$ cat src/rtl/prg_dec_pkg.sv
package prg_dec_pkg;

  localparam logic [15:0] REG_IDX_ADDR  = 16'h8000;
  localparam logic [15:0] REG_DATA_ADDR = 16'h8001;
  localparam logic [14:0] COP_PAIR_TAG  = 15'h2800;  // $5000/$5001 >> 1
  localparam logic [2:0]  STAGE_SLOT    = 3'd4;
  localparam logic [2:0]  STAGE_PAGE    = 3'b011;    // $6000-$7FFF
  localparam int          NUM_LOW_SLOTS = 3;         // $8000, $A000, $C000

  typedef enum logic [2:0] {
    WIN_NONE,
    WIN_COP,
    WIN_STAGE,
    WIN_BOOT,
    WIN_RAM,
    WIN_REG
  } win_e;

endpackage

$ cat src/rtl/prg_bus_ctl.sv
module prg_bus_ctl (
  input  logic clk,
  input  logic rst_n,
  input  logic cpu_m2,
  input  logic cpu_rw,
  input  logic addr_hi,
  output logic wr_stb,
  output logic startup
);

  logic m2_q, m2_d;
  logic startup_q, startup_d;

  // one strobe per M2 high phase, on its first clock edge
  assign wr_stb = cpu_m2 & ~m2_q & ~cpu_rw;

  always_comb begin
    m2_d      = cpu_m2;
    startup_d = startup_q;
    if (wr_stb && addr_hi && startup_q) begin
      startup_d = 1'b0;
    end
  end

  always_ff @(posedge clk or negedge rst_n) begin
    if (!rst_n) begin
      m2_q      <= 1'b0;
      startup_q <= 1'b1;
    end else begin
      m2_q      <= m2_d;
      startup_q <= startup_d;
    end
  end

  assign startup = startup_q;

endmodule

$ cat src/rtl/prg_bank_file.sv
module prg_bank_file #(
  parameter int BANK_W = 4
) (
  input  logic                  clk,
  input  logic                  rst_n,
  input  logic                  wr_stb,
  input  logic                  startup,
  input  logic [15:0]           cpu_addr,
  input  logic [BANK_W-1:0]     cpu_data,
  output logic [4*BANK_W-1:0]   banks_o   // {stage, slot2, slot1, slot0}
);
  import prg_dec_pkg::*;

  logic          reg_wr;
  logic          idx_en, data_en;
  logic [2:0]    idx_q, idx_d;

  assign reg_wr  = wr_stb & ~startup;
  assign idx_en  = reg_wr & (cpu_addr == REG_IDX_ADDR);
  assign data_en = reg_wr & (cpu_addr == REG_DATA_ADDR);

  always_comb begin
    idx_d = idx_q;
    if (idx_en) idx_d = cpu_data[2:0];
  end

  always_ff @(posedge clk or negedge rst_n) begin
    if (!rst_n) idx_q <= '0;
    else        idx_q <= idx_d;
  end

  genvar g;
  generate
    for (g = 0; g < NUM_LOW_SLOTS + 1; g++) begin : g_slot
      localparam logic [2:0] MY_IDX = (g == NUM_LOW_SLOTS) ? STAGE_SLOT : 3'(g);
      logic              slot_en;
      logic [BANK_W-1:0] slot_q, slot_d;

      assign slot_en = data_en & (idx_q == MY_IDX);

      always_comb begin
        slot_d = slot_q;
        if (slot_en) slot_d = cpu_data;
      end

      always_ff @(posedge clk or negedge rst_n) begin
        if (!rst_n) slot_q <= '0;
        else        slot_q <= slot_d;
      end

      assign banks_o[g*BANK_W +: BANK_W] = slot_q;
    end
  endgenerate

endmodule

$ cat src/rtl/prg_window_decode.sv
module prg_window_decode #(
  parameter int BANK_W = 4
) (
  input  logic [15:0]         cpu_addr,
  input  logic                cpu_rw,
  input  logic                cpu_m2,
  input  logic                startup,
  input  logic [4*BANK_W-1:0] banks_i,
  output logic                ram_sel,
  output logic [BANK_W-1:0]   ram_bank,
  output logic                boot_en,
  output logic                cop_en
);
  import prg_dec_pkg::*;

  localparam logic [BANK_W-1:0] TOP_BANK = '1;

  win_e              win;
  logic              reg_hit;
  logic [BANK_W-1:0] slot_bank;

  assign reg_hit = ~cpu_rw & (cpu_addr[15:1] == REG_IDX_ADDR[15:1]);

  always_comb begin
    win = WIN_NONE;
    if (cpu_addr[15:1] == COP_PAIR_TAG) begin
      win = WIN_COP;
    end else if (cpu_addr[15:13] == STAGE_PAGE) begin
      win = WIN_STAGE;
    end else if (cpu_addr[15]) begin
      if (startup)      win = WIN_BOOT;
      else if (reg_hit) win = WIN_REG;
      else              win = WIN_RAM;
    end
  end

  always_comb begin
    unique case (cpu_addr[14:13])
      2'd0:    slot_bank = banks_i[0*BANK_W +: BANK_W];
      2'd1:    slot_bank = banks_i[1*BANK_W +: BANK_W];
      2'd2:    slot_bank = banks_i[2*BANK_W +: BANK_W];
      default: slot_bank = TOP_BANK;
    endcase
  end

  always_comb begin
    ram_sel  = 1'b0;
    ram_bank = '0;
    boot_en  = 1'b0;
    cop_en   = 1'b0;
    if (cpu_m2) begin
      unique case (win)
        WIN_COP:   cop_en = 1'b1;
        WIN_BOOT:  boot_en = 1'b1;
        WIN_STAGE: begin
          ram_sel  = 1'b1;
          ram_bank = banks_i[NUM_LOW_SLOTS*BANK_W +: BANK_W];
        end
        WIN_RAM: begin
          ram_sel  = 1'b1;
          ram_bank = slot_bank;
        end
        default: ;
      endcase
    end
  end

endmodule

$ cat src/rtl/prg_boot_decoder.sv
module prg_boot_decoder #(
  parameter int BANK_W = 4
) (
  input  logic              clk,
  input  logic              rst_n,
  input  logic [15:0]       cpu_addr,
  input  logic [BANK_W-1:0] cpu_data,
  input  logic              cpu_rw,
  input  logic              cpu_m2,
  output logic              ram_sel,
  output logic [BANK_W-1:0] ram_bank,
  output logic              boot_en,
  output logic              cop_en
);

  logic [1:0]          rst_pipe;
  logic                rst_n_int;
  logic                wr_stb;
  logic                startup;
  logic [4*BANK_W-1:0] banks;

  // asynchronous assert, synchronous release
  always_ff @(posedge clk or negedge rst_n) begin
    if (!rst_n) rst_pipe <= 2'b00;
    else        rst_pipe <= {rst_pipe[0], 1'b1};
  end
  assign rst_n_int = rst_pipe[1];

  prg_bus_ctl u_ctl (
    .clk     (clk),
    .rst_n   (rst_n_int),
    .cpu_m2  (cpu_m2),
    .cpu_rw  (cpu_rw),
    .addr_hi (cpu_addr[15]),
    .wr_stb  (wr_stb),
    .startup (startup)
  );

  prg_bank_file #(.BANK_W(BANK_W)) u_banks (
    .clk      (clk),
    .rst_n    (rst_n_int),
    .wr_stb   (wr_stb),
    .startup  (startup),
    .cpu_addr (cpu_addr),
    .cpu_data (cpu_data),
    .banks_o  (banks)
  );

  prg_window_decode #(.BANK_W(BANK_W)) u_dec (
    .cpu_addr (cpu_addr),
    .cpu_rw   (cpu_rw),
    .cpu_m2   (cpu_m2),
    .startup  (startup),
    .banks_i  (banks),
    .ram_sel  (ram_sel),
    .ram_bank (ram_bank),
    .boot_en  (boot_en),
    .cop_en   (cop_en)
  );

endmodule

$ cat config.mk
export PLATFORM = sky130hd
export DESIGN_NAME = prg_boot_decoder
export DESIGN_NICKNAME = d
export VERILOG_FILES = /design/src/rtl/prg_dec_pkg.sv /design/src/rtl/prg_bus_ctl.sv /design/src/rtl/prg_bank_file.sv /design/src/rtl/prg_window_decode.sv /design/src/rtl/prg_boot_decoder.sv
export SDC_FILE = /design/constraint.sdc
export NUM_CORES = 1
export LEC_CHECK = 0
export BUFFER_PORTS_ARGS = -buffer_cell sky130_fd_sc_hd__buf_2
export CAP_MARGIN = 15
export CELL_PAD_IN_SITES_DETAIL_PLACEMENT = 0
export CELL_PAD_IN_SITES_GLOBAL_PLACEMENT = 1
export CORE_ASPECT_RATIO = 0.5
export CORE_MARGIN = 2
export CORE_UTILIZATION = 41
export DETAILED_ROUTE_END_ITERATION = 8
export HOLD_SLACK_MARGIN = 0.06
export PLACE_DENSITY_LB_ADDON = 0.1
export SYNTH_ARGS = -nofsm -noshare
export SYNTH_HDL_FRONTEND = slang
export SYNTH_SLANG_ARGS = --single-unit
$ cat constraint.sdc
create_clock -name clk -period 1.5 [get_ports clk]
set_input_delay 0.15 -clock clk [delete_from_list [all_inputs] [get_ports clk]]
set_output_delay 0.15 -clock clk [all_outputs]
set_load 0.1 [all_outputs]
==> reports/metrics.csv <==
metric,value,unit
syn avg cell area,13.2,sq um
number of fill cells,192,
"most used cell, CP",buf_6,
post-synthesis register bit count,23,
outcome,"finished, violations left",
Synth-to-Final Area Change,77.9,%
switching power,340,uW
initial antenna violation count,0,
max-slew violations,0,
GRT Overall Usage,20.8,%
Clock power frac,29.7,%
xor/xnor share of the synthesized area,0,%
FF+latch area,577,sq um
Worst VDD drop,0.000679,V
DR WL/cell,18.4,um
sequential area share after synthesis,45.9,%
Leak,1.01,nW
# setup viols final,26,
Core Rows,14,
largest net degree at the start of global routing,13,
"area leader, netlist",dfrtp_1,
detailed-route DRC error count,0,
CP endpoint kind,output port,
Ys Warns,0,
setup_tns,-5.41,ns
Detail Placement HPWL,2370,um
f_max,543,MHz
Unique masters post-synth,34,
compound-cell area share of the yosys netlist,9.15,%
maxcap violations,0,
Max stage delay on crit path,0.56,ns
ratio of cells with drive above 1 in the final layout,74.1,%
pre-CTS setup slack,-0.310,ns
ys flop type,dfrtp_1,
Starting Density,42.5,%
most frequent cells in the layout,"buf_4 (24), dfrtp_1 (22), mux2_4 (19), buf_2 (19), buf_6 (12)",
Final Cycle Share,123,%
worst path arrival time,1.69,ns
post-route worst setup slack,-0.342,ns
first-pass GRT wire length,5340,um
via count,1073,
Worst EP required,1.35,ns
"commonest non-fill, non-tap cell in the layout",buf_4,
IO Pins,31,
clock-pin slew on the worst setup and hold paths,0.08,ns
Async SR Flop Fraction,100,%
Synth Area in Simple Gates,21.4,%
CTS tree,built,
worst skew pair latency,0.26,ns
Die Height,43.2,um
CP Cell Sequence,buf_6 -> nor2b_4 -> buf_6 -> buf_6 -> a32oi_4 -> nor2b_4 -> buf_12,
global route total overflow,0,
antenna-violating nets left,0,
"EDFF count, synth",0,
sequential power share,49.3,%
Total Die Area,3550,sq um
"Max FO, Critical Path",5,
GP Congestion,0.792,
clock buffer depth,2,
crit-path leading delay family,flip-flops,
final hold viol count,0,
main combinational cell family by area after synthesis,multiplexers,
port bufs,30,
failing checks,setup timing,
CTS HTree Levels,1,
switching fraction of total power,26.5,%
Synth area leaders,"dfrtp_1 (44%), mux2_2 (18%), mux2_4 (3.6%), nor4_4 (3.4%), a32oi_1 (2.8%)",
number of antenna diodes,0,
critical path's slowest cell,dfstp_2,
via/cell ratio,5.31,
Pint,941,uW
initial drt markers,28,
post-synth top area share,43.8,%
crit path buf inv count,4,
DRT Wirelength,3720,um
adder-cell share of the synthesized area,0,%
Multi-input gate area,962,sq um
cts bufs inserted,3,
critical path launch point type,flop,
Core Footprint,2960,sq um
critical path type,reg2out,
HP Class,in2reg,
post-synthesis mux area share,21.5,%
CTS Root Buffer Type,clkbuf_8,
Syn Inst Count,95,
Post-Syn Nets,119,
CTS sink count,23,
P per Cell Area,572,nW/um^2
Layout Skew,0.00215,ns
synthesized area,1260,sq um
drt pass-1 iters,4,
# nets final,187,
Die Wd,82.3,um
part of the power in combinational logic,21.1,%
number of global-route vias before repair,1148,
unrepaired setup endpoints after global routing,true,
crit path time final,1.84,ns
-- what timing repair did --
item / CTS / global route
setup buffers: 7 / 4
gates resized for setup: 39 / 22
endpoints found under the setup margin: 26 / 26
hold endpoints to repair: 2 / 0
hold buffers: 1 / 0
pin swaps: 14 / 12
-- worst reg2reg max path, delay by kind of cell (launching register included) --
family	cells	cell delay [ns]
flip-flops	1	0.39
buffers and inverters	2	0.29
AND/OR/NAND/NOR	3	0.70
multiplexers	1	0.31
-- flip-flops by register name (all words and copies together) (netlist names) --
| name | count |
|---|---|
| rst_pipe | 2 |
| u_banks.g_slot.slot_q | 16 |
| u_banks.idx_q | 3 |
| u_ctl.m2_q | 1 |
| u_ctl.startup | 1 |
-- power groups by stage --
stage	Combinational [mW]	Clock (mW)	Sequential, mW
6_report	0.270	0.380	0.631
5_1_grt	0.284	0.413	0.632
4_1_cts	0.240	0.388	0.631
3_5_place_dp	0.203	0	0.643
3_3_place_gp	0.200	0	0.643
2_1_floorplan	0.106	0	0.645
-- metrics by stage --
stage                     util [%]  cell area (sq um)  power (mW)  cells  hold WS [ns]
after CTS                     70.6               2090        1.26    198         0.147
after global placement        60.9               1800       0.843    186       -0.0641
after floorplan                  -               1400       0.751     95        -0.146
after detailed placement      60.9               1800       0.846    186       -0.0627
after global routing          75.6               2240        1.33    202         0.160
final                         75.6               2240        1.28    202         0.161
-- path summary, 6_finish.rpt --
kind	from	end	slack, ns	depth (start not counted)
max in group asynchronous	rst_pipe[1]$_DFF_PN0_	u_banks.g_slot[3].slot_q[3]$_DFFE_PN0P_	0.81	1
hold / removal	cpu_m2	u_ctl.m2_q$_DFF_PN0_	0.16	2
setup / recovery	u_ctl.startup$_DFFE_PN1P_	ram_bank[2]	-0.34	7
setup reg to reg	u_ctl.startup$_DFFE_PN1P_	u_banks.g_slot[0].slot_q[0]$_DFFE_PN0P_	-0.30	6
min in group asynchronous	rst_pipe[1]$_DFF_PN0_	u_banks.g_slot[0].slot_q[0]$_DFFE_PN0P_	0.17	0
hold reg to reg	rst_pipe[1]$_DFF_PN0_	u_banks.g_slot[0].slot_q[0]$_DFFE_PN0P_	0.17	0
-- Yosys cell counts (2+ instances only) --
cell and count:
nand2_1 2, inv_1 2, mux2_4 3, nor4_4 2
nor2b_1 5, nor3_2 3, a32oi_1 4, nand3_1 2
nand4_1 2, mux2_2 20, o22a_1 4, nor2_1 2
nand2b_1 2, dfrtp_1 22
-- final cells by class --
class	instances	share of cell area [%]
multi-input combinational	68	43.0
timing repair buffer	65	26.6
sequential	23	25.8
tap	40	2.24
clock buffer	4	2.01
inverter	2	0.336
-- logic make-up (layout without fill, tap and decap cells) --
logic type	Yosys count	in the layout
other cells	1	1
buf+inv	4	71
simple gates	31	31
flops	23	23
mux	23	23
compound gates	13	13
-- routing by layer --
metal	track usage [%]	wire length, um
met3	3.83	157
met5	0	0
met2	34.7	1880
met1	29.4	1680
met4	2.00	0
No activity file was read; power rests on OpenSTA's default activity.
